<file path="config.mk">
export PLATFORM = sky130hd
export DESIGN_NAME = freq_ratio_timer
export DESIGN_NICKNAME = d
export VERILOG_FILES = /design/src/rtl/frt_pkg.sv /design/src/rtl/frt_prescaler.sv /design/src/rtl/frt_edge_sync.sv /design/src/rtl/frt_counter.sv /design/src/rtl/freq_ratio_timer.sv
export SDC_FILE = /design/constraint.sdc
export NUM_CORES = 1
export LEC_CHECK = 0
export ABC_AREA = 0
export BUFFER_PORTS_ARGS = -buffer_cell sky130_fd_sc_hd__clkbuf_2
export CORE_ASPECT_RATIO = 0.9
export CORE_MARGIN = 5
export CORE_UTILIZATION = 65
export CTS_BUF_LIST = sky130_fd_sc_hd__clkbuf_8 sky130_fd_sc_hd__clkbuf_16
export DETAILED_ROUTE_END_ITERATION = 12
export PLACE_DENSITY = 0.85
export SLEW_MARGIN = 20
export SYNTH_ARGS = -nofsm -noshare
export SYNTH_HDL_FRONTEND = slang
export SYNTH_SLANG_ARGS = --single-unit
</file>
<file path="constraint.sdc">
create_clock -name clk_i -period 3.7 [get_ports clk_i]
set_input_delay 0.555 -clock clk_i [delete_from_list [all_inputs] [get_ports clk_i]]
set_output_delay 0.555 -clock clk_i [all_outputs]
set_load 0.03 [all_outputs]
</file>
<file path="src/rtl/frt_pkg.sv">
package frt_pkg;
  parameter int unsigned DW = 8;
  parameter int unsigned CW = 16;
  parameter int unsigned AW = 3;
  parameter int unsigned SW = 3;

  localparam int unsigned RUN_BIT  = 0;
  localparam int unsigned SEL_LSB  = 1;
  localparam int unsigned FLAG_BIT = 7;

  typedef enum logic [AW-1:0] {
    REG_CTRL = 3'd0,
    REG_A_LO = 3'd1,
    REG_A_HI = 3'd2,
    REG_B_LO = 3'd3,
    REG_B_HI = 3'd4
  } reg_addr_e;
endpackage

</file>
<file path="src/rtl/frt_prescaler.sv">
module frt_prescaler #(
  parameter int unsigned SW = 3
) (
  input  logic          clk_i,
  input  logic          rst_ni,
  input  logic          run_i,
  input  logic [SW-1:0] sel_i,
  output logic          tick_o
);
  localparam int unsigned PW = (1 << SW) - 1;

  logic [PW-1:0] presc_q;
  logic [PW-1:0] mask;

  always_comb begin
    mask   = PW'((1 << sel_i) - 1);
    tick_o = run_i && ((presc_q & mask) == mask);
  end

  // restart phase while idle so the first window is deterministic
  always_ff @(posedge clk_i or negedge rst_ni) begin
    if (!rst_ni)    presc_q <= '0;
    else if (run_i) presc_q <= presc_q + 1'b1;
    else            presc_q <= '0;
  end
endmodule

</file>
<file path="src/rtl/frt_edge_sync.sv">
module frt_edge_sync (
  input  logic clk_i,
  input  logic rst_ni,
  input  logic async_i,
  output logic rise_o
);
  logic s1_q, s2_q, prev_q;

  always_ff @(posedge clk_i or negedge rst_ni) begin
    if (!rst_ni) begin
      s1_q   <= 1'b0;
      s2_q   <= 1'b0;
      prev_q <= 1'b0;
    end else begin
      s1_q   <= async_i;
      s2_q   <= s1_q;
      prev_q <= s2_q;
    end
  end

  assign rise_o = s2_q & ~prev_q;
endmodule

</file>
<file path="src/rtl/frt_counter.sv">
module frt_counter #(
  parameter int unsigned CW = 16
) (
  input  logic          clk_i,
  input  logic          rst_ni,
  input  logic          inc_i,
  input  logic          load_i,
  input  logic [CW-1:0] load_val_i,
  output logic [CW-1:0] cnt_o,
  output logic          ovf_o
);
  logic [CW-1:0] cnt_q;

  always_ff @(posedge clk_i or negedge rst_ni) begin
    if (!rst_ni)     cnt_q <= '0;
    else if (load_i) cnt_q <= load_val_i;
    else if (inc_i)  cnt_q <= cnt_q + 1'b1;
  end

  assign cnt_o = cnt_q;
  assign ovf_o = inc_i & (&cnt_q);
endmodule

</file>
<file path="src/rtl/freq_ratio_timer.sv">
module freq_ratio_timer
  import frt_pkg::*;
(
  input  logic          clk_i,
  input  logic          rst_ni,
  input  logic          osc_i,
  input  logic [AW-1:0] addr_i,
  input  logic          wr_en_i,
  input  logic          rd_en_i,
  input  logic [DW-1:0] wdata_i,
  output logic [DW-1:0] rdata_o,
  output logic          irq_o
);
  logic          run_q, flag_q;
  logic [SW-1:0] sel_q;
  logic [DW-1:0] buf_a_q, buf_b_q;
  logic [CW-1:0] cnt_a, cnt_b;
  logic          tick_a, rise_b, inc_a, inc_b;
  logic          ovf_a, ovf_b, any_ovf;
  logic          unlocked, wr_ctrl;
  logic          ld_a, ld_b, wbuf_a, wbuf_b, cap_a, cap_b;

  frt_prescaler #(.SW(SW)) u_presc (
    .clk_i (clk_i), .rst_ni(rst_ni), .run_i(run_q), .sel_i(sel_q), .tick_o(tick_a)
  );

  frt_edge_sync u_sync (
    .clk_i(clk_i), .rst_ni(rst_ni), .async_i(osc_i), .rise_o(rise_b)
  );

  assign inc_a = tick_a;
  assign inc_b = run_q & rise_b;

  frt_counter #(.CW(CW)) u_cnt_a (
    .clk_i(clk_i), .rst_ni(rst_ni), .inc_i(inc_a), .load_i(ld_a),
    .load_val_i({wdata_i, buf_a_q}), .cnt_o(cnt_a), .ovf_o(ovf_a)
  );

  frt_counter #(.CW(CW)) u_cnt_b (
    .clk_i(clk_i), .rst_ni(rst_ni), .inc_i(inc_b), .load_i(ld_b),
    .load_val_i({wdata_i, buf_b_q}), .cnt_o(cnt_b), .ovf_o(ovf_b)
  );

  assign any_ovf  = ovf_a | ovf_b;
  assign unlocked = ~run_q;
  assign wr_ctrl  = wr_en_i && (addr_i == REG_CTRL);
  assign wbuf_a   = unlocked && wr_en_i && (addr_i == REG_A_LO);
  assign wbuf_b   = unlocked && wr_en_i && (addr_i == REG_B_LO);
  assign ld_a     = unlocked && wr_en_i && (addr_i == REG_A_HI);
  assign ld_b     = unlocked && wr_en_i && (addr_i == REG_B_HI);
  assign cap_a    = unlocked && rd_en_i && (addr_i == REG_A_HI);
  assign cap_b    = unlocked && rd_en_i && (addr_i == REG_B_HI);

  // overflow takes priority over any software write to run or flag
  always_ff @(posedge clk_i or negedge rst_ni) begin
    if (!rst_ni) begin
      run_q  <= 1'b0;
      flag_q <= 1'b0;
      sel_q  <= '0;
    end else begin
      if (wr_ctrl) sel_q <= wdata_i[SEL_LSB +: SW];
      if (any_ovf)      run_q <= 1'b0;
      else if (wr_ctrl) run_q <= wdata_i[RUN_BIT];
      if (any_ovf)                              flag_q <= 1'b1;
      else if (wr_ctrl && !wdata_i[FLAG_BIT])   flag_q <= 1'b0;
    end
  end

  always_ff @(posedge clk_i or negedge rst_ni) begin
    if (!rst_ni) begin
      buf_a_q <= '0;
      buf_b_q <= '0;
    end else begin
      if (wbuf_a)     buf_a_q <= wdata_i;
      else if (cap_a) buf_a_q <= cnt_a[DW-1:0];
      if (wbuf_b)     buf_b_q <= wdata_i;
      else if (cap_b) buf_b_q <= cnt_b[DW-1:0];
    end
  end

  always_comb begin
    rdata_o = '0;
    if (rd_en_i) begin
      unique case (addr_i)
        REG_CTRL: begin
          rdata_o[RUN_BIT]             = run_q;
          rdata_o[SEL_LSB +: SW]       = sel_q;
          rdata_o[FLAG_BIT]            = flag_q;
        end
        REG_A_LO: if (unlocked) rdata_o = buf_a_q;
        REG_A_HI: if (unlocked) rdata_o = cnt_a[CW-1:DW];
        REG_B_LO: if (unlocked) rdata_o = buf_b_q;
        REG_B_HI: if (unlocked) rdata_o = cnt_b[CW-1:DW];
        default:  rdata_o = '0;
      endcase
    end
  end

  assign irq_o = flag_q;
endmodule

</file>
==> metrics.md, run 1 <==
| Metric | Value |
|---|---|
| Status | `completed` |
| Yosys top cell by area | `dfrtp_1` |
| Port Buffers | `24` |
| GRT Util Overall | `between 20% and 30%` |
| CTS max path bufs | `2` |
| Synth Warn # | `0` |
| Syn Inst Count | `401` |
| Power Density | `~600 mW/mm2` |
| Core Area | `around 0.0053 mm2` |
| Netlist cell types | `45` |
| CP top delay family | `simple AND/OR/NAND/NOR gates` |
| Vias | `roughly 3,200` |
| Req. time, crit path | `3.14 ns` |
| Mean Syn Cell Area | `between 8 and 9 um2` |
| Final core area utilization | `73.57%` |
| Setup WS pre-CTS | `1.045 ns` |
| Post-DP HPWL | `roughly 6600 um` |
| Arrival @ worst endpoint | `2.12 ns` |
| Die Ht | `79.98 um` |
| Post-route ant nets | `0` |
| Row cnt | `25` |
| Final period utilization | `72.34%` |
| DRT Pass-1 Iters | `7` |
| Total CTS buffers | `9` |
| Buf/Inv on CP | `2` |
| Share of the synthesized area in the top cell type | `44.57%` |
| Worst-margin pin slew | `0.9182 ns` |
| RSZ-0062 raised after global routing | `false` |
| Fin crit period | `2.677 ns` |
| Sink Count | `63` |
| Final setup fails | `0` |
| Initial antenna violation count | `0` |
| DIE AREA | `0.007019 mm2` |
| CP max FO | `15` |
| Crit-path cells | `clkbuf_2 > nor2b_1 > a221oi_1 > a211oi_1 > a21oi_1 > nor2b_1 > clkbuf_2` |
| Hold slack final | `0.3178 ns` |
| Area contributors post-synth | `dfrtp_1, nand2_1, o21ai_0` |
| Crit-path max cell delay | `between 0.4 and 0.5 ns` |
| Post-CTS Setup Bufs | `0` |
| Crit end category | `output pin` |
| Vias per inst | `6.529` |
| Clock-pin slew of the registers on the worst-case setup and hold paths | `0.06 ns` |
| Placer congestion estimate | `1.018` |
| Sequential area share after synthesis | `44.57%` |
| Fraction of layout cells with a size suffix above 1 | `13.15%` |
| Root Driver | `clkbuf_8` |
| Post-CTS Hold Fix Bufs | `0` |
| Congestion Overflow GR | `0` |
| Net count, final | `442` |
| Setup TNS | `0 ns` |
| Synth Register Bits | `63` |
| Top-count cell post-synth | `nand2_1` |
| Kind of critical path | `in2out` |
| Worst Setup Slack, final | `1.023 ns` |
| Startpoint Class | `input port` |
| DR DRC count | `0` |
| Antenna Cells | `0` |
| Largest net degree at the start of global routing | `42` |
| Die Wd | `87.76 um` |
| Max_slew headroom | `38.79%` |
| Design area | `0.003866 mm2` |
| WL/cell | `18.82 um` |
| Vias in the first global route | `3,094` |
| Worst skew pair latency | `around 0.35 ns` |
| Total Wirelength | `between 9000 and 10,000 um` |
| Area delta synth->final | `9.303%` |
| Peak supply drop | `0.0003501 V` |
| H-Tree Depth | `3` |
| Top_reg_cell synth | `dfrtp_1` |
| CTS tree | `done` |
| MaxCap Viol Count | `0` |
| Leakage | `0.001689 uW` |
| Initial Util | `67.31%` |
| Drt first-iter violations | `391` |
| Ys async rst share | `100.0%` |
| CP max-delay cell | `nor2b_1` |
| First-pass GRT wire length | `15,280 um` |
| Post-CTS resize count | `0` |
| Max Clock Skew | `between 0.01 and 0.015 ns` |
| Cell area after synthesis | `0.003537 mm2` |
| Top cell types by occurrence after synthesis | `nand2_1, dfrtp_1, nor2_1, o21ai_0, nand3_1` |
| Fin. max-slew vios | `0` |
| I/O pin count | `25` |
| Max Freq | `373.6 MHz` |
| DP Area | `roughly 0.0037 mm2` |
| Post-synth EDFFs | `0` |
| Worst min-delay path category | `in2reg` |
| Final hold vios | `0` |
| Synth Net Count | `420` |
[logic make-up (layout without fill, tap and decap cells)]
family / after synthesis / after routing / share of synthesized area, %
and+or+nand+nor: 181 / 181 / 23.91
AOI/OAI and AO/OA: 93 / 93 / 16.84
DFF: 63 / 63 / 44.57
muxes: 25 / 25 / 7.393
buffers and inverters: 20 / 45 / 2.264
xor gates and xnor gates: 16 / 16 / 3.962
adders and majority gates: 3 / 3 / 1.061
[area by class of cell]
class / instances / area (um2)
clock inverters: 3 / 12.51
flip-flops and latches: 63 / 1577
clock buffers: 11 / 151.4
well taps: 67 / 83.83
multi-input cells: 318 / 1881
fillers: 387 / 1389
repair buffers: 28 / 150.1
inverters: 3 / 11.26
[cells in the final DEF, fill, tap and decap left out, drive strengths merged, types with 2 or more instances in the layout]
cell type | Yosys | routed
a211oi | 2 | 2
a21o | 3 | 3
a21oi | 22 | 22
a221o | 8 | 8
a221oi | 2 | 2
a22oi | 10 | 10
and2 | 6 | 6
and3 | 7 | 7
buf | 2 | 5
clkbuf | 15 | 34
dfrtp | 63 | 63
ha | 3 | 3
inv | 3 | 5
mux2 | 9 | 9
mux2i | 16 | 16
nand2 | 67 | 67
nand2b | 3 | 3
nand3 | 25 | 25
nand4 | 7 | 7
nor2 | 40 | 40
nor2b | 5 | 5
nor3 | 10 | 10
nor3b | 2 | 2
nor4 | 2 | 2
o211ai | 6 | 6
o21ai | 34 | 34
or3 | 3 | 3
xnor2 | 5 | 5
xor2 | 11 | 11
[metal layers]
layer | vias up | wire length (um) | track usage (%) | share of wire [%]
li1 | 1482 | - | - | -
met1 | 1552 | 3728 | 38.11 | 40
met2 | 159 | 4364 | 45.26 | 47
met3 | 26 | 892 | 7.121 | 9.6
met4 | 0 | 292 | 12.27 | 3.1
met5 | - | 0 | 0 | 0
[worst paths after layout]
check                       startpoint            endpoint  slack (ns)  depth (start not counted)
max reg2reg                      run_q    u_cnt_a.cnt_o[6]        1.25                          5
min reg2reg                u_sync.s1_q         u_sync.s2_q        0.36                          0
max                          addr_i[0]          rdata_o[0]        1.02                          7
max in group asynchronous       rst_ni    u_cnt_b.cnt_o[0]        2.51                          2
min in group asynchronous       rst_ni  u_presc.presc_q[4]        0.34                          1
min                              osc_i         u_sync.s1_q        0.32                          1
[power breakdown]
part           switching [uW]  total [uW]  internal (uW)
logic                     301         570            269
clock network             251         517            266
registers                 307        1230            919
[metrics by stage]
step / cells / power (uW)
finish: 493 / 2313
global route: 493 / 2450
floorplan: 401 / 1560
detailed placement: 479 / 1785
CTS: 493 / 2304
global placement: 479 / 1750
[state kept, by name, indices dropped and copies added (netlist names)]
signal	flops
u_presc.presc_q	7
sel_q	3
buf_b_q	8
u_cnt_a.cnt_o	16
run_q	1
u_cnt_b.cnt_o	16
u_sync.s2_q	1
u_sync.prev_q	1
irq_o	1
u_sync.s1_q	1
buf_a_q	8
(Power assumes the default switching activity.)
==> run 2: changes to the inputs <==
--- a/config.mk
+++ b/config.mk
@@ -5,14 +5,14 @@
 export SDC_FILE = /design/constraint.sdc
 export NUM_CORES = 1
 export LEC_CHECK = 0
-export ABC_AREA = 0
+export ABC_AREA = 1
 export BUFFER_PORTS_ARGS = -buffer_cell sky130_fd_sc_hd__clkbuf_2
 export CORE_ASPECT_RATIO = 0.9
 export CORE_MARGIN = 5
-export CORE_UTILIZATION = 65
+export CORE_UTILIZATION = 61
 export CTS_BUF_LIST = sky130_fd_sc_hd__clkbuf_8 sky130_fd_sc_hd__clkbuf_16
 export DETAILED_ROUTE_END_ITERATION = 12
-export PLACE_DENSITY = 0.85
+export PLACE_DENSITY = 0.8
 export SLEW_MARGIN = 20
 export SYNTH_ARGS = -nofsm -noshare
 export SYNTH_HDL_FRONTEND = slang
==> constraint.sdc (replaced) <==
create_clock -name clk_i -period 2.6 [get_ports clk_i]
set_input_delay 0.39 -clock clk_i [delete_from_list [all_inputs] [get_ports clk_i]]
set_output_delay 0.39 -clock clk_i [all_outputs]
set_load 0.03 [all_outputs]
==> metrics.md, run 2 <==
| Metric | Value |
|---|---|
| CP max FO | `8 (-7)` |
| GRT Max-Usage Layer | `met2` |
| Post-CTS Setup Bufs | `0 (unchanged)` |
| Final setup fails | `0 (unchanged)` |
| Post-synth EDFFs | `0 (unchanged)` |
| M3 GR Usage | `7.552% (+0.43 points)` |
| Vias per inst | `5.915 (-9.4%)` |
| Fin. max-slew vios | `0 (unchanged)` |
| MaxCap Viol Count | `0 (unchanged)` |
| Max_slew headroom | `46.34% (+7.5 points)` |
| Total CTS buffers | `9 (unchanged)` |
| Share of the synthesized area in the top cell type | `39.75% (-4.8 points)` |
| NetSw | `1510 uW (+76%)` |
| Crit-path max cell delay | `0.48 ns (about the same)` |
| Sw Ratio | `41.87% (+4.7 points)` |
| First-pass GRT wire length | `17,870 um (+17%)` |
| Ys async rst share | `100.0% (unchanged)` |
| Most common cell after layout, fill and taps aside | `nand2_1` |
| Crit-path cells | `inv_4 > nand2_1 > inv_2 > nand3_1 > a41oi_1 > clkbuf_2` |
| Cell area after synthesis | `0.003966 mm2 (+12%)` |
| Logic pwr share | `31.3% (+6.6 points)` |
| Flop pwr share | `47.5% (-5.5 points)` |
| GRT Util Overall | `28.37% (-0.56 points)` |
| Core Area | `0.006216 mm2 (+18%)` |
| Setup TNS | `0 ns (unchanged)` |
| Area delta synth->final | `8.044%` |
| Drt first-iter violations | `452 (+16%)` |
| Top-count cell post-synth | `nand2_1` |
| I/O pin count | `25 (unchanged)` |
| Post-CTS Hold Fix Bufs | `0 (unchanged)` |
| Port Buffers | `24 (unchanged)` |
| Top cell types by occurrence after synthesis | `nand2_1, inv_1, dfrtp_1, nand3_1, nor2_1` |
| Mean Syn Cell Area | `7.469 um2 (-15%)` |
| Yosys top cell by area | `dfrtp_1` |
| Antenna Cells | `0 (unchanged)` |
| Area contributors post-synth | `dfrtp_1, nand2_1, nand3_1` |
| Buf/Inv on CP | `3 (+1)` |
| CP top delay family | `buffers and inverters` |
| Initial antenna violation count | `0 (unchanged)` |
| Fraction of layout cells with a size suffix above 1 | `13.55% (+0.40 points)` |
| Row cnt | `27 (+8.0%)` |
| Final period utilization | `approximately 90%` |
| Initial Util | `63.81% (-3.5 points)` |
| Max Clock Skew | `0.009216 ns (-0.002836 ns)` |
| Hold slack final | `0.1499 ns (-0.1679 ns)` |
| Crit end category | `output pin` |
| Placer congestion estimate | `0.9350 (-8.1%)` |
| DIE AREA | `0.008217 mm2 (+17%)` |
| Die Ht | `86.50 um (+8.1%)` |
| CP max-delay cell | `dfrtp_1` |
| Commonest non-fill, non-tap cells in the layout | `nand2_1, inv_1, dfrtp_1` |
| Worst min-delay path category | `in2reg` |
| Synth Net Count | `550 (+31%)` |
| Synth Warn # | `0 (unchanged)` |
| Fin crit period | `2.286 ns` |
| Sink Count | `63 (unchanged)` |
| Routing usage on met1 | `40.41% (+2.3 points)` |
| Sequential area share after synthesis | `39.75% (-4.8 points)` |
| Final hold vios | `0 (unchanged)` |
| Worst-margin pin slew | `0.8050 ns (-0.1132 ns)` |
| DRT Pass-1 Iters | `5 (-2)` |
| H-Tree Depth | `3 (unchanged)` |
| Top_reg_cell synth | `dfrtp_1` |
| Vias in the first global route | `3,576 (+16%)` |
| WL/cell | `16.34 um (-13%)` |
| Worst skew pair latency | `0.35 ns (about the same)` |
| Kind of critical path | `reg2out` |
| Status | `completed` |
| Power Internal | `2096 uW (+44%)` |
| Clock-pin slew of the registers on the worst-case setup and hold paths | `0.08 ns (+0.02 ns)` |
| Netlist cell types | `36 (-20%)` |
| Post-CTS resize count | `0 (unchanged)` |
| Vias | `3,833 (+19%)` |
| DP Area | `0.004110 mm2 (+11%)` |
| Peak supply drop | `0.0004584 V (+31%)` |
| Syn Inst Count | `531 (+32%)` |
| Arrival @ worst endpoint | `1.90 ns (-0.22 ns)` |
| Design area | `0.004285 mm2 (+11%)` |
| Met2 Usage GRT | `41.81% (-3.5 points)` |
| RSZ-0062 raised after global routing | `false` |
| CTS tree | `done` |
| Max Freq | `~440 MHz` |
| Synth Register Bits | `63 (unchanged)` |
| Post-DP HPWL | `7847 um (+18%)` |
| Die Wd | `95.00 um (+8.2%)` |
| DR DRC count | `0 (unchanged)` |
| Leakage | `0.002053 uW (+22%)` |
| Power Density | `841.4 mW/mm2 (+41%)` |
| CTS max path bufs | `2 (unchanged)` |
| Root Driver | `clkbuf_8` |
| Clock power frac | `21.2% (-1.2 points)` |
| Congestion Overflow GR | `0 (unchanged)` |
| Req. time, crit path | `2.21 ns (-0.93 ns)` |
| Total Wirelength | `10,590 um (+14%)` |
| Largest net degree at the start of global routing | `64 (+52%)` |
| Startpoint Class | `flip-flop` |
| Post-route ant nets | `0 (unchanged)` |
| Net count, final | `575 (+30%)` |
-- run 2: metrics by stage --
| stage | utilization, % | cells | setup slack [ns] | total power, uW |
|---|---|---|---|---|
| finish | 68.94 | 648 | 0.3140 | 3606 |
| global route | 68.94 | 648 | 0.2428 | 3862 |
| CTS | 68.94 | 648 | 0.3143 | 3583 |
| detailed placement | 66.12 | 632 | 0.5962 | 2817 |
| global placement | 66.12 | 632 | 0.6599 | 2766 |
| floorplan | - | 531 | 0.5990 | 2461 |
-- run 2: worst paths after layout --
| check | start | end | slack (ns) | depth (start not counted) |
|---|---|---|---|---|
| worst max-delay path | run_q | rdata_o[6] | 0.31 | 6 |
| worst min-delay path | osc_i | u_sync.s1_q | 0.15 | 1 |
| worst max register to register | run_q | buf_a_q[6] | 0.89 | 8 |
| worst min register to register | u_sync.s1_q | u_sync.s2_q | 0.36 | 0 |
| max in group asynchronous | rst_ni | u_cnt_a.cnt_o[5] | 1.85 | 2 |
| min in group asynchronous | rst_ni | u_presc.presc_q[5] | 0.19 | 2 |
-- run 2: area by class of cell --
class | instances | area (um2)
clock buffers | 10 | 137.6
clock inverters | 6 | 37.54
fillers | 523 | 1931
inverters | 76 | 287.8
multi-input cells | 380 | 2002
flip-flops and latches | 63 | 1577
well taps | 87 | 108.9
repair buffers | 26 | 135.1
-- run 2: metal layers --
metal | share of wire [%] | routed length, um
met2 | 43 | 4513
met4 | 3.3 | 350
met5 | 0 | 0
met3 | 11 | 1117
met1 | 44 | 4606
-- run 2: power by group through the flow --
stage               logic, uW  clock network, uW  registers (uW)
finish                   1130                764            1710
global route             1280                823            1760
CTS                      1110                776            1700
detailed placement       1110                  0            1710
global placement         1060                  0            1700
floorplan                 880                  0            1580
-- run 2: cells by family (layout without fill, tap and decap cells) --
| group | count (synthesis) | in the layout | share of synthesized area (%) |
|---|---|---|---|
| and+or+nand+nor | 270 | 270 | 31.33 |
| buffers and inverters | 88 | 118 | 9.779 |
| AOI/OAI and AO/OA | 87 | 87 | 13.79 |
| DFF | 63 | 63 | 39.75 |
| xor gates and xnor gates | 20 | 20 | 4.416 |
| adders and majority gates | 3 | 3 | 0.9465 |
==> run 3: changes to the inputs <==
--- a/config.mk
+++ b/config.mk
@@ -12,7 +12,7 @@
 export CORE_UTILIZATION = 61
 export CTS_BUF_LIST = sky130_fd_sc_hd__clkbuf_8 sky130_fd_sc_hd__clkbuf_16
 export DETAILED_ROUTE_END_ITERATION = 12
-export PLACE_DENSITY = 0.8
+export PLACE_DENSITY = 0.78
 export SLEW_MARGIN = 20
 export SYNTH_ARGS = -nofsm -noshare
 export SYNTH_HDL_FRONTEND = slang
==> metrics.md, run 3 (synthesized netlist as in run 2, its figures left out) <==
| Metric | Value |
|---|---|
| Die Ht | `86.50 um (unchanged)` |
| Worst Setup Slack, final | `0.3579 ns (+0.04388 ns)` |
| Fin cells | `648 (unchanged)` |
| Post-CTS Setup Bufs | `0 (unchanged)` |
| Req. time, crit path | `2.21 ns (about the same)` |
| Kind of critical path | `reg2out` |
| Final setup fails | `0 (unchanged)` |
| Worst skew pair latency | `0.35 ns (about the same)` |
| Largest net degree at the start of global routing | `64 (unchanged)` |
| Fin crit period | `2.242 ns (-0.04388 ns)` |
| CP max-delay cell | `dfrtp_1` |
| Vias | `3,840 (+0.18%)` |
| Power Density | `867.6 mW/mm2 (+3.1%)` |
| DRT Pass-1 Iters | `6 (+1)` |
| Fin. max-slew vios | `0 (unchanged)` |
| Worst min-delay path category | `in2async` |
| Total CTS buffers | `9 (unchanged)` |
| Clock-pin slew of the registers on the worst-case setup and hold paths | `0.07 ns (about the same)` |
| Die Wd | `95.00 um (unchanged)` |
| DP Area | `0.004123 mm2 (+0.30%)` |
| I/O pin count | `25 (unchanged)` |
| DIE AREA | `0.008217 mm2 (unchanged)` |
| Post-CTS Hold Fix Bufs | `0 (unchanged)` |
| RSZ-0062 raised after global routing | `false` |
| Arrival @ worst endpoint | `1.85 ns (-0.05 ns)` |
| GRT Util Overall | `27.75% (-0.62 points)` |
| Status | `completed` |
| CP max FO | `8 (unchanged)` |
| Fraction of layout cells with a size suffix above 1 | `13.55% (unchanged)` |
| NetSw | `1495 uW (-0.94%)` |
| Flop pwr share | `45.6% (-1.9 points)` |
| Max Clock Skew | `0.01064 ns (+0.001421 ns)` |
| Max_slew headroom | `69.14% (+23 points)` |
| Most common cell after layout, fill and taps aside | `nand2_1` |
| CTS max path bufs | `2 (unchanged)` |
| Core Area | `0.006216 mm2 (unchanged)` |
| Row cnt | `27 (unchanged)` |
| Leakage | `0.002074 uW (+1.0%)` |
| Final hold vios | `0 (unchanged)` |
| Crit-path cells | `inv_4 > nand2_1 > inv_2 > nand3_1 > a41oi_1 > clkbuf_2` |
| H-Tree Depth | `3 (unchanged)` |
| Clock power frac | `24.6% (+3.4 points)` |
| Peak supply drop | `0.0005887 V (+28%)` |
| WL/cell | `16.26 um (-0.47%)` |
| Net count, final | `575 (unchanged)` |
| Worst-margin pin slew | `0.4618 ns (-0.3432 ns)` |
| Design area | `0.004335 mm2 (+1.2%)` |
| Startpoint Class | `flip-flop` |
| Crit end category | `output pin` |
| Setup TNS | `0 ns (unchanged)` |
| Setup WS pre-CTS | `0.5884 ns (-0.007754 ns)` |
| Max Freq | `446.0 MHz (+2.0%)` |
| Inst Count DP | `632 (unchanged)` |
| Final period utilization | `86.23% (-1.7 points)` |
| Initial antenna violation count | `0 (unchanged)` |
| Post-DP HPWL | `7821 um (-0.33%)` |
| First-pass GRT wire length | `17,440 um (-2.4%)` |
| Post-CTS resize count | `0 (unchanged)` |
| Placer congestion estimate | `0.9595 (+2.6%)` |
| Commonest non-fill, non-tap cells in the layout | `nand2_1, inv_1, dfrtp_1` |
| Initial Util | `63.81% (unchanged)` |
| Sink Count | `63 (unchanged)` |
| Sw Ratio | `39.76% (-2.1 points)` |
| Drt first-iter violations | `580 (+28%)` |
| Logic pwr share | `29.8% (-1.5 points)` |
| DR DRC count | `0 (unchanged)` |
| Post-route ant nets | `0 (unchanged)` |
| Root Driver | `clkbuf_8` |
| Vias in the first global route | `3,391 (-5.2%)` |
| Port Buffers | `24 (unchanged)` |
| Total Wirelength | `10,540 um (-0.47%)` |
| Congestion Overflow GR | `0 (unchanged)` |
| Area delta synth->final | `9.306%` |
| CTS tree | `done` |
| Final total power | `3761 uW (+4.3%)` |
| Power Internal | `2266 uW (+8.1%)` |
| MaxCap Viol Count | `0 (unchanged)` |
| Antenna Cells | `0 (unchanged)` |
| Crit-path max cell delay | `0.47 ns (about the same)` |
| Vias per inst | `5.926 (+0.18%)` |
[run 3: changes by cell type in the layout (fill, tap and decap cells not counted), sizes merged]
cell    previous run  this run
bufinv             0         2
clkbuf            34        33
clkinv             3         2
[run 3: worst paths after layout]
check	from	to	slack (ns)	cells past startpoint
setup / recovery	run_q	rdata_o[6]	0.36	6
hold / removal	rst_ni	u_sync.prev_q	0.06	2
setup reg to reg	run_q	buf_a_q[2]	0.92	8
hold reg to reg	u_sync.s1_q	u_sync.s2_q	0.37	0
max in group asynchronous	rst_ni	u_cnt_a.cnt_o[1]	2.27	2
min in group clk_i	osc_i	u_sync.s1_q	0.17	1
[run 3: per-stage QoR]
step / hold WS (ns) / utilization, %
2_1_floorplan: 0.09441 / -
3_3_place_gp: 0.3323 / 66.32
3_5_place_dp: 0.3636 / 66.32
4_1_cts: 0.06378 / 69.75
5_1_grt: 0.08619 / 69.75
6_report: 0.06010 / 69.75
[run 3: area by class of cell]
type                            count  area, um2
Sequential cell                    63       1577
Tap cell                           87      108.9
Clock inverter                      7      88.84
Fill cell                         522       1881
Inverter                           76      287.8
Clock buffer                        9      123.9
Timing Repair Buffer               26      147.6
Multi-Input combinational cell    380       2002
[run 3: power groups by stage]
stage	logic, uW	registers (uW)	clock network (uW)
floorplan	880	1580	0
global placement	1070	1700	0
detailed placement	1100	1710	0
CTS	1110	1690	940
global route	1270	1760	989
finish	1120	1710	925
[run 3: worst max-delay path, delay by kind of cell (launching register included)]
family / cells / cell delay, ns
AO/OA/AOI/OAI: 1 / 0.25
flip-flops: 1 / 0.47
buffers and inverters: 3 / 0.54
AND/OR/NAND/NOR: 2 / 0.24
[run 3: layer usage]
metal	up-vias	share of wire, %	track usage [%]
met5	-	0	0
met4	0	1.7	6.815
met3	24	11	6.597
met2	233	44	41.49
met1	1789	44	40.66
li1	1794	-	-
